===== src/rtl/fpsc_pkg.sv =====
package fpsc_pkg;
    localparam int CSR_W     = 32;
    localparam int FLAG_W    = 5;
    localparam int RM_W      = 2;
    localparam int VEC_W     = 12;
    localparam int RM_LSB    = 0;
    localparam int CUR_LSB   = RM_LSB + RM_W;
    localparam int STK_LSB   = CUR_LSB + FLAG_W;
    localparam int EN_LSB    = STK_LSB + FLAG_W;
    localparam int FTZ_BIT   = EN_LSB + FLAG_W;
    localparam int USED_W    = FTZ_BIT + 1;
    localparam logic [CSR_W-1:0] WR_MASK = {{(CSR_W-USED_W){1'b0}}, {USED_W{1'b1}}};
    localparam logic [RM_W-1:0]  RM_ZERO = 2'b01;
    localparam logic [VEC_W-1:0] EXC_VEC = 12'h120;

    typedef enum logic [1:0] {
        REL_LT    = 2'b00,
        REL_EQ    = 2'b01,
        REL_GT    = 2'b10,
        REL_UNORD = 2'b11
    } cmp_rel_e;

    typedef struct packed {
        logic [CSR_W-1:0] csr;
        logic             tbit;
        logic             req;
    } fpsc_state_t;
endpackage


===== src/rtl/fpsc_flag_unit.sv =====
module fpsc_flag_unit
    import fpsc_pkg::*;
(
    input  logic [CSR_W-1:0]  csr_cur,
    input  logic [FLAG_W-1:0] raw_flags,
    output logic [CSR_W-1:0]  csr_upd,
    output logic              raise
);
    logic [FLAG_W-1:0] sticky_old;
    logic [FLAG_W-1:0] sticky_new;
    logic [FLAG_W-1:0] enables;
    logic [FLAG_W-1:0] hit;

    for (genvar g = 0; g < FLAG_W; g++) begin : g_bit
        assign sticky_old[g] = csr_cur[STK_LSB+g];
        assign enables[g]    = csr_cur[EN_LSB+g];
        assign sticky_new[g] = sticky_old[g] | raw_flags[g];
        assign hit[g]        = sticky_new[g] & enables[g];
    end

    always_comb begin
        csr_upd = csr_cur;
        csr_upd[CUR_LSB +: FLAG_W] = raw_flags;
        csr_upd[STK_LSB +: FLAG_W] = sticky_new;
        raise = (|raw_flags) && (|hit);
    end
endmodule


===== src/rtl/fpsc_cmp_unit.sv =====
module fpsc_cmp_unit
    import fpsc_pkg::*;
(
    input  logic     t_cur,
    input  logic     done,
    input  logic     test_gt,
    input  cmp_rel_e rel,
    output logic     t_next,
    output logic     unord
);
    always_comb begin
        t_next = t_cur;
        unord  = 1'b0;
        if (done) begin
            unique case (rel)
                REL_LT:    t_next = 1'b0;
                REL_EQ:    t_next = ~test_gt;
                REL_GT:    t_next = test_gt;
                REL_UNORD: unord  = 1'b1;
                default:   t_next = t_cur;
            endcase
        end
    end
endmodule


===== src/rtl/fpsc_mode_dec.sv =====
module fpsc_mode_dec
    import fpsc_pkg::*;
(
    input  logic [CSR_W-1:0] csr,
    output logic             rtz,
    output logic             ftz
);
    assign rtz = (csr[RM_LSB +: RM_W] == RM_ZERO);
    assign ftz = csr[FTZ_BIT];
endmodule


===== src/rtl/fpsc_top.sv =====
module fpsc_top
    import fpsc_pkg::*;
(
    input  logic              clk,
    input  logic              rst_n,
    input  logic              wr_en,
    input  logic [CSR_W-1:0]  wr_data,
    input  logic              op_done,
    input  logic [FLAG_W-1:0] op_flags,
    input  logic              cmp_done,
    input  logic              cmp_test_gt,
    input  logic [1:0]        cmp_rel,
    output logic [CSR_W-1:0]  csr_q,
    output logic              round_to_zero,
    output logic              flush_denorm,
    output logic              t_flag,
    output logic              exc_req,
    output logic [VEC_W-1:0]  exc_vector
);
    fpsc_state_t st_d, st_q;
    logic [CSR_W-1:0] csr_upd;
    logic             raise;
    logic             t_next;
    logic             unord;
    logic             flag_event;

    fpsc_flag_unit u_flag (
        .csr_cur   (st_q.csr),
        .raw_flags (op_flags),
        .csr_upd   (csr_upd),
        .raise     (raise)
    );

    fpsc_cmp_unit u_cmp (
        .t_cur   (st_q.tbit),
        .done    (cmp_done),
        .test_gt (cmp_test_gt),
        .rel     (cmp_rel_e'(cmp_rel)),
        .t_next  (t_next),
        .unord   (unord)
    );

    fpsc_mode_dec u_mode (
        .csr (st_q.csr),
        .rtz (round_to_zero),
        .ftz (flush_denorm)
    );

    assign flag_event = op_done | unord;

    always_comb begin
        st_d      = st_q;
        st_d.req  = 1'b0;
        st_d.tbit = t_next;
        if (wr_en) begin
            st_d.csr = wr_data & WR_MASK;
        end else if (flag_event) begin
            st_d.csr = csr_upd;
            st_d.req = raise;
        end
    end

    always_ff @(posedge clk) begin
        if (!rst_n) begin
            st_q <= '0;
        end else begin
            st_q <= st_d;
        end
    end

    assign csr_q      = st_q.csr;
    assign t_flag     = st_q.tbit;
    assign exc_req    = st_q.req;
    assign exc_vector = st_q.req ? EXC_VEC : '0;
endmodule


===== config.mk =====
export PLATFORM = sky130hd
export DESIGN_NAME = fpsc_top
export DESIGN_NICKNAME = d
export VERILOG_FILES = /design/src/rtl/fpsc_pkg.sv /design/src/rtl/fpsc_flag_unit.sv /design/src/rtl/fpsc_cmp_unit.sv /design/src/rtl/fpsc_mode_dec.sv /design/src/rtl/fpsc_top.sv
export SDC_FILE = /design/constraint.sdc
export NUM_CORES = 1
export LEC_CHECK = 0
export BUFFER_PORTS_ARGS = -buffer_cell sky130_fd_sc_hd__buf_2
export CAP_MARGIN = 20
export CORE_ASPECT_RATIO = 0.9
export CORE_UTILIZATION = 33
export DETAILED_ROUTE_END_ITERATION = 7
export PLACE_DENSITY = 0.85
export SYNTH_ARGS = -nofsm -noshare
export SYNTH_HDL_FRONTEND = slang
export SYNTH_SLANG_ARGS = --single-unit

===== constraint.sdc =====
create_clock -name clk -period 0.92 [get_ports clk]
set_clock_uncertainty 0.1 [all_clocks]
set_input_delay 0.046 -clock clk [delete_from_list [all_inputs] [get_ports clk]]
set_output_delay 0.046 -clock clk [all_outputs]
set_load 0.005 [all_outputs]

==> out/qor.txt, run 1 <==
vias in the first global route - 894
Synth Area in XOR/XNOR - 0%
Tmin final - 1.05 ns
Slew Limit Fails - 0
starting density of the core - 35.8%
GRT Util Overall - 17.1%
FF+latch count, synth - 20
# rows - 18
count of input and output buffers - 54
Mapped Area - 1010 µm²
cts bufs inserted - 3
met3 Track Usage GR - 5.67%
drt first pass iters - 4
Placed Instances - 217
post-route insts no fill - 245
RSZ-0062 raised after global routing - true
CP max-delay cell - dfxtp_2
vias post-DR - 1,060
Pwr Total - 0.00190 W
Leak - 0.829 nW
Synth Area in Compound Gates - 19.0%
PwrDens - 1140 nW/µm²
Die Ht - 54.4 µm
Slowest Stage Delay on Critical Path - 0.35 ns
most frequent cells in the layout - buf_2, conb_1, dlygate4sd3_1, dfxtp_2, a21oi_1
hold path cells - 3
root buf cell - clkbuf_4
Hold Crit Start - rst_n
R2R setup slack - 0.02 ns
number of antenna violations at the first check in global routing - 0
Core Region - 2820 µm²
Die W - 60.3 µm
CTS tree - built
max cap viols - 0
ant diodes - 0
largest family of logic cells by synthesized area - buffers and inverters
routability cong. - 0.681
WS Path Type - reg2out
busiest grt layer - met2
synth warn - 0
adder-cell share of the synthesized area - 0%
met1 Use GR - 20.3%
hold_ws - 0.00222 ns
Peak Freq - 950 MHz
most common cell after layout, fill and taps aside - buf_2
Clock Sinks - 20
critical path peak fanout - 3
H-tree levels - 1
Final #Nets - 252
Skew-Pair Late Insertion Delay - 0.30 ns
final setup fails - 10
crit path cell chain - nor2b_4, buf_2
r2r endpoint - exc_req
sequential-to-total area share from yosys stat - 39.7%
HPWL Detailed - 1850 µm
failing checks - negative setup slack
setup ws final - -0.133 ns
total gr overflow - 0
Layout fillers - 272
Area growth syn-to-layout - 65.5%
post-synthesis mux area share - 8.93%
die area - 3280 µm²
Cells after Synth - 121
met2 Usage GRT - 30.2%
Cell variety after synth - 19
I/O Pins - 93
Hold Path End - csr_q[1]
fin crit share - 114%
worst min-delay path category - in2reg
R2R cell count - 3
remaining antenna violation count - 0
Setup crit end kind - primary output
vias per cell - 4.33
clk buf depth - 2
WL final - 2910 µm
Fin. Hold Viols - 0
Clock transition at path regs - 0.11 ns
Simple-Gate Fraction of Synth Area - 9.31%
Wirelength per Cell - 11.9 µm
crit path DAT - 0.91 ns
largest net degree at the start of global routing - 12
syn avg cell area - 8.33 µm²
fraction of layout cells with a size suffix above 1 - 44.9%
Crit path required time - 0.77 ns
startpoint types - flip-flop
DRC - 0
DRT iter0 DRCs - 18
Max VDD drop - 0.00103 V
first-pass GRT wire length - 4010 µm
Crit Reg-Reg Startpoint - csr_q[11]
status - finished with violations
critical path: cells and delay by family, from the launching register on:
kind	cells	cell delay (ns)
simple gates	1	0.13
flops	1	0.35
buf+inv	1	0.12
worst max path at each step:
stage | start | to | slack [ns] | depth (start not counted)
after floorplan | op_flags[3] | exc_req | -0.07 | 3
after global placement | op_flags[3] | exc_req | -0.20 | 4
after detailed placement | op_flags[3] | exc_req | -0.23 | 4
after CTS | csr_q[0] | round_to_zero | -0.09 | 2
after global routing | csr_q[0] | round_to_zero | -0.18 | 2
final | csr_q[0] | round_to_zero | -0.13 | 2
cell families (layout without fill, tap and decap cells):
family	after synthesis	after routing
and+or+nand+nor	22	22
AOI/OAI and AO/OA	36	36
buffers and inverters	33	94
DFF	20	20
other	1	24
muxes	9	9
registers in the layout, summed over array words and instances, names as in the netlist:
register	cells
exc_req	1
t_flag	1
csr_q	18
where the power goes:
part / total [W] / switching [W] / internal [W]
combinational: 0.000511 / 0.000211 / 0.000301
clock: 0.000410 / 0.000257 / 0.000153
sequential: 0.000981 / 0.0000447 / 0.000936
repair_timing:
| action | in CTS | in global routing |
|---|---|---|
| endpoints found under the hold margin | 20 | 0 |
| gates resized for setup | 27 | 18 |
| setup buffers | 0 | 1 |
| endpoints found under the setup margin | 16 | 25 |
| hold buffers | 24 | 0 |
| pin swaps | 3 | 3 |
layout make-up:
| type | count | area (µm²) | share of cell area (%) |
|---|---|---|---|
| multi-input combinational | 91 | 480 | 28.8 |
| timing repair buffer | 89 | 681 | 40.8 |
| sequential | 20 | 428 | 25.6 |
| inverter | 2 | 7.51 | 0.450 |
| tap | 40 | 50.0 | 3.00 |
| clock buffer | 3 | 22.5 | 1.35 |
metal layers:
layer | vias up | wire length [µm]
li1 | 533 | -
met1 | 473 | 1150
met2 | 52 | 1540
met3 | 2 | 205
met4 | 0 | 13
met5 | - | 0
cell usage after synthesis:
master / instances / share of area [%]
a31o_2: 1 / 0.87
nor2b_1: 1 / 0.62
o21ai_0: 15 / 7.4
clkinv_1: 1 / 0.37
nand2_1: 6 / 2.2
buf_4: 27 / 20
nor2_1: 13 / 4.8
or4_1: 1 / 0.74
a211oi_1: 1 / 0.74
dfxtp_1: 20 / 40
conb_1: 1 / 0.37
a31oi_1: 1 / 0.62
buf_2: 3 / 1.5
inv_1: 1 / 0.37
o2111ai_1: 1 / 0.87
and4_1: 1 / 0.87
a21oi_1: 17 / 8.4
clkbuf_1: 1 / 0.37
mux2i_1: 9 / 8.9
stage by stage:
step	worst slack [ns]	cell area [µm²]	setup TNS (ns)	utilization [%]
detailed placement	-0.232	1270	-0.232	45.1
floorplan	-0.0704	1090	-0.0704	-
CTS	-0.0897	1600	-0.484	56.8
global placement	-0.198	1270	-0.198	45.1
finish	-0.133	1670	-0.558	59.3
global route	-0.179	1670	-1.40	59.3
No activity file was read; power rests on OpenSTA's default activity.
==> run 2: changes to the inputs <==
--- a/config.mk
+++ b/config.mk
@@ -11,6 +11,7 @@
 export CORE_UTILIZATION = 33
 export DETAILED_ROUTE_END_ITERATION = 7
 export PLACE_DENSITY = 0.85
+export RECOVER_POWER = 100
 export SYNTH_ARGS = -nofsm -noshare
 export SYNTH_HDL_FRONTEND = slang
 export SYNTH_SLANG_ARGS = --single-unit
==> run 2 against run 1 <==
Effect of this change:
- worst setup slack worse by 0.0013 ns
- hold slack worse by 0.00084 ns
- total power down 0.11%
- non-clock buffer count is the same
- first-iteration DRC count rose by 17%
- largest cell class unchanged
- critical path depth unchanged
- global-route usage stayed put
- clock power about the same
- the run still ends with negative setup slack left
- count of clock-buffer cells in the layout is the same
==> out/qor.txt, run 2 (synthesis gave the netlist of run 1 again) <==
status - finished with violations
failing checks - negative setup slack
Setup crit end - round_to_zero
fraction of layout cells with a size suffix above 1 - 43.9%
R2R cell count - 3
Clock transition at path regs - 0.11 ns
post-route insts no fill - 245
Skew-Pair Late Insertion Delay - 0.30 ns
vias in the first global route - 894
starting density of the core - 35.8%
Area growth syn-to-layout - 65.3%
Slew Limit Fails - 0
count of input and output buffers - 54
PwrDens - 1140 nW/µm²
DRT iter0 DRCs - 21
Final #Nets - 252
first-pass GRT wire length - 4010 µm
ant diodes - 0
max cap viols - 0
Peak Freq - 949 MHz
die area - 3280 µm²
CTS tree - built
vias per cell - 4.32
Fin. Hold Viols - 0
most common cell after layout, fill and taps aside - buf_2
RSZ-0062 raised after global routing - true
GRT Util Overall - 17.1%
root buf cell - clkbuf_4
CP max-delay cell - dfxtp_2
Leak - 0.826 nW
HPWL Detailed - 1850 µm
crit path DAT - 0.91 ns
worst min-delay path category - in2reg
Die W - 60.3 µm
Final Util - 59.2%
setup_tns - -0.559 ns
Tmin final - 1.05 ns
setup ws final - -0.134 ns
drt first pass iters - 4
cts bufs inserted - 3
Crit. Startpoint - csr_q[0]
Clock Sinks - 20
largest net degree at the start of global routing - 12
H-tree levels - 1
Wirelength per Cell - 11.8 µm
critical path peak fanout - 3
routability cong. - 0.681
WL final - 2900 µm
Crit path required time - 0.77 ns
total gr overflow - 0
number of antenna violations at the first check in global routing - 0
startpoint types - flip-flop
Crit Reg-Reg Startpoint - csr_q[11]
final setup fails - 10
DRC - 0
vias post-DR - 1,058
Core Region - 2820 µm²
Setup crit end kind - primary output
Placed Instances - 217
r2r endpoint - exc_req
Layout fillers - 274
Die Ht - 54.4 µm
number of flip-flops in the largest register - 18
remaining antenna violation count - 0
Slowest Stage Delay on Critical Path - 0.35 ns
R2R setup slack - 0.01 ns
# rows - 18
WS Path Type - reg2out
most frequent cells in the layout - buf_2, conb_1, dlygate4sd3_1, dfxtp_2, a21oi_1
fin crit share - 115%
crit path cell chain - nor2b_4, buf_2
Max VDD drop - 0.00102 V
clk buf depth - 2
I/O Pins - 93
run 2: cell count changes in the layout (fill, tap and decap cells not counted):
cell / before / now
buf_2: 43 / 42
clkbuf_1: 0 / 1
dfxtp_1: 0 / 1
dfxtp_2: 19 / 18
run 2: final cells by class:
type / instances / area (µm²) / area share [%]
clock buffers: 3 / 22.5 / 1.35
flip-flops and latches: 20 / 427 / 25.6
well taps: 40 / 50.0 / 3.00
multi-input cells: 91 / 480 / 28.8
repair buffers: 89 / 679 / 40.8
inverters: 2 / 7.51 / 0.450
run 2: critical path: cells and delay by family, from the launching register on:
family | cells | cell delay, ns
flip-flops | 1 | 0.35
AND/OR/NAND/NOR | 1 | 0.13
buffers and inverters | 1 | 0.12
run 2: timing repair:
action | in CTS | in global routing
setup buffers | 0 | 1
hold buffers | 24 | 0
setup endpoints to repair | 16 | 25
pin swaps | 3 | 3
gates resized for setup | 27 | 18
hold endpoints to repair | 20 | 0
run 2: per-layer routing:
| layer | wire length (µm) | track usage, % | vias to the layer above |
|---|---|---|---|
| met5 | 0 | 0 | - |
| met4 | 13 | 3.49 | 0 |
| met3 | 250 | 5.67 | 2 |
| met2 | 1550 | 30.2 | 58 |
| met1 | 1080 | 20.3 | 465 |
| li1 | - | - | 533 |
run 2: report_power, final:
group | switching, W | internal, W
Sequential | 0.0000445 | 0.000936
Clock | 0.000257 | 0.000153
Combinational | 0.000210 | 0.000300
run 2: worst min path at each step:
stage | startpoint | to | cells after the start
finish | rst_n | csr_q[1] | 3
floorplan | cmp_done | t_flag | 1
global placement | cmp_done | t_flag | 2
detailed placement | cmp_done | t_flag | 2
global route | cmp_rel[0] | t_flag | 3
CTS | rst_n | csr_q[1] | 3
run 2: metrics by stage:
stage / hold WS [ns] / cell area (µm²) / setup slack, ns / power, W
floorplan: 0.0426 / 1090 / -0.0704 / 0.00122
global route: 0.00193 / 1670 / -0.179 / 0.00203
CTS: 0.00101 / 1600 / -0.0897 / 0.00186
global placement: 0.177 / 1270 / -0.198 / 0.00133
detailed placement: 0.178 / 1270 / -0.232 / 0.00134
finish: 0.00139 / 1670 / -0.134 / 0.00190
==> run 3: changes to the inputs <==
--- a/config.mk
+++ b/config.mk
@@ -7,7 +7,7 @@
 export LEC_CHECK = 0
 export BUFFER_PORTS_ARGS = -buffer_cell sky130_fd_sc_hd__buf_2
 export CAP_MARGIN = 20
-export CORE_ASPECT_RATIO = 0.9
+export CORE_ASPECT_RATIO = 0.75
 export CORE_UTILIZATION = 33
 export DETAILED_ROUTE_END_ITERATION = 7
 export PLACE_DENSITY = 0.85
==> run 3 against run 2 <==
Effect of this change:
- the run still ends with negative setup slack left
- largest power group unchanged
- highest routed layer unchanged
- count of clock-buffer cells in the layout grew 1
- critical path type unchanged
- critical path depth unchanged
- maximum frequency rose by 5.0%
- wire length is 1.0% higher
==> out/qor.txt, run 3 (synthesis gave the netlist of run 1 again) <==
PwrDens - 1300 nW/µm²
Hold Crit Start - cmp_done
starting density of the core - 36.8%
Clock transition at path regs - 0.08 ns
startpoint types - flip-flop
first-pass GRT wire length - 4420 µm
final setup fails - 7
Leak - 0.846 nW
Reg power frac - 45.3%
Final #Nets - 253
root buf cell - clkbuf_8
Layout fillers - 261
number of antenna violations at the first check in global routing - 0
GRT Util Overall - 18.4%
clk buf depth - 2
# rows - 16
WL final - 2920 µm
switching share of power - 25.5%
HPWL Detailed - 1910 µm
Register Area - 415 µm²
most frequent cells in the layout - buf_2, conb_1, dlygate4sd3_1, a21oi_1, nor2_1
die area - 3280 µm²
drt first pass iters - 4
vias in the first global route - 964
Die W - 65.8 µm
worst min-delay path category - in2reg
Slew Limit Fails - 0
fin crit share - 109%
CTS tree - built
largest net degree at the start of global routing - 12
remaining antenna violation count - 0
crit path cell chain - nor2b_4, buf_6
crit path DAT - 0.86 ns
I/O Pins - 93
most common cell after layout, fill and taps aside - buf_2
Clock Sinks - 20
sw power - 0.000548 W
Die Ht - 49.9 µm
Setup crit end kind - primary output
Placed Instances - 215
count of input and output buffers - 54
routability cong. - 0.802
clock power share - 31.6%
setup_tns - -0.245 ns
number of flip-flops in the largest register - 18
Tmin final - 1.00 ns
Crit path required time - 0.77 ns
Wirelength per Cell - 12.0 µm
critical path peak fanout - 2
Pwr Total - 0.00215 W
setup ws final - -0.0835 ns
status - finished with violations
vias per cell - 4.30
hold_ws - 0.0370 ns
DRT iter0 DRCs - 54
post-route insts no fill - 243
Peak Freq - 997 MHz
Gate power share - 23.1%
r2r endpoint - exc_req
ant diodes - 0
Skew-Pair Late Insertion Delay - 0.26 ns
DRC - 0
Hold Path End - t_flag
Core Region - 2740 µm²
RSZ-0062 raised after global routing - true
multi-input logic area - 477 µm²
Top delay family on crit path - flip-flops
Slowest Stage Delay on Critical Path - 0.33 ns
failing checks - negative setup slack
Area growth syn-to-layout - 63.8%
R2R cell count - 3
CP max-delay cell - dfxtp_2
buffer and inverter count on the worst path - 1
total gr overflow - 0
R2R setup slack - 0 ns
Fin. Hold Viols - 0
max cap viols - 0
Critical Path Stages - 2
Max VDD drop - 0.00116 V
Crit Reg-Reg Startpoint - csr_q[11]
Internal Pwr Total - 0.00160 W
fraction of layout cells with a size suffix above 1 - 41.1%
H-tree levels - 1
hold path cells - 3
cts bufs inserted - 3
vias post-DR - 1,045
WS Path Type - reg2out
-- run 3: layout make-up --
class | count | share of cell area [%]
inverters | 2 | 0.455
flip-flops and latches | 20 | 25.2
multi-input cells | 91 | 28.9
well taps | 36 | 2.73
repair buffers | 90 | 39.5
clock buffers | 4 | 3.33
-- run 3: repair_timing --
| item | in CTS | in global routing |
|---|---|---|
| hold buffers | 23 | 0 |
| buffers inserted | 0 | 1 |
| endpoints found under the hold margin | 19 | 0 |
| setup endpoints to repair | 6 | 15 |
| gates cloned | 0 | 0 |
| pin swaps | 3 | 1 |
| gates resized for setup | 17 | 13 |
-- run 3: how the worst max path moves through the flow --
stage	start	endpoint	slack, ns
2_1_floorplan	op_flags[3]	exc_req	-0.07
3_3_place_gp	op_flags[3]	exc_req	-0.19
3_5_place_dp	op_flags[3]	exc_req	-0.20
4_1_cts	csr_q[0]	round_to_zero	-0.06
5_1_grt	csr_q[0]	round_to_zero	-0.11
6_report	csr_q[0]	round_to_zero	-0.08
-- run 3: per-layer routing --
metal	vias to the layer above	track usage, %	share of wire [%]
li1	535	-	-
met1	456	22.4	41
met2	50	31.1	49
met3	4	5.56	7.6
met4	0	4.71	1.5
met5	-	0	0
-- run 3: metrics by stage --
step	util (%)	setup slack (ns)	instance area [µm²]
after global placement	46.6	-0.188	1280
after global routing	60.2	-0.115	1650
after CTS	58.9	-0.0602	1620
after floorplan	-	-0.0704	1090
final	60.2	-0.0835	1650
after detailed placement	46.6	-0.204	1280
-- run 3: worst min-delay path, cell delays in order --
cell and delay, ns:
buf_2 0.12, a21oi_1 0.13, a211oi_1 0.06
-- run 3: power by group through the flow --
| stage | clock network [W] | registers [W] | logic, W |
|---|---|---|---|
| final | 0.000679 | 0.000973 | 0.000496 |
| after global routing | 0.000732 | 0.000980 | 0.000544 |
| after CTS | 0.000687 | 0.000968 | 0.000472 |
| after detailed placement | 0 | 0.000980 | 0.000369 |
| after global placement | 0 | 0.000977 | 0.000366 |
| after floorplan | 0 | 0.000985 | 0.000238 |
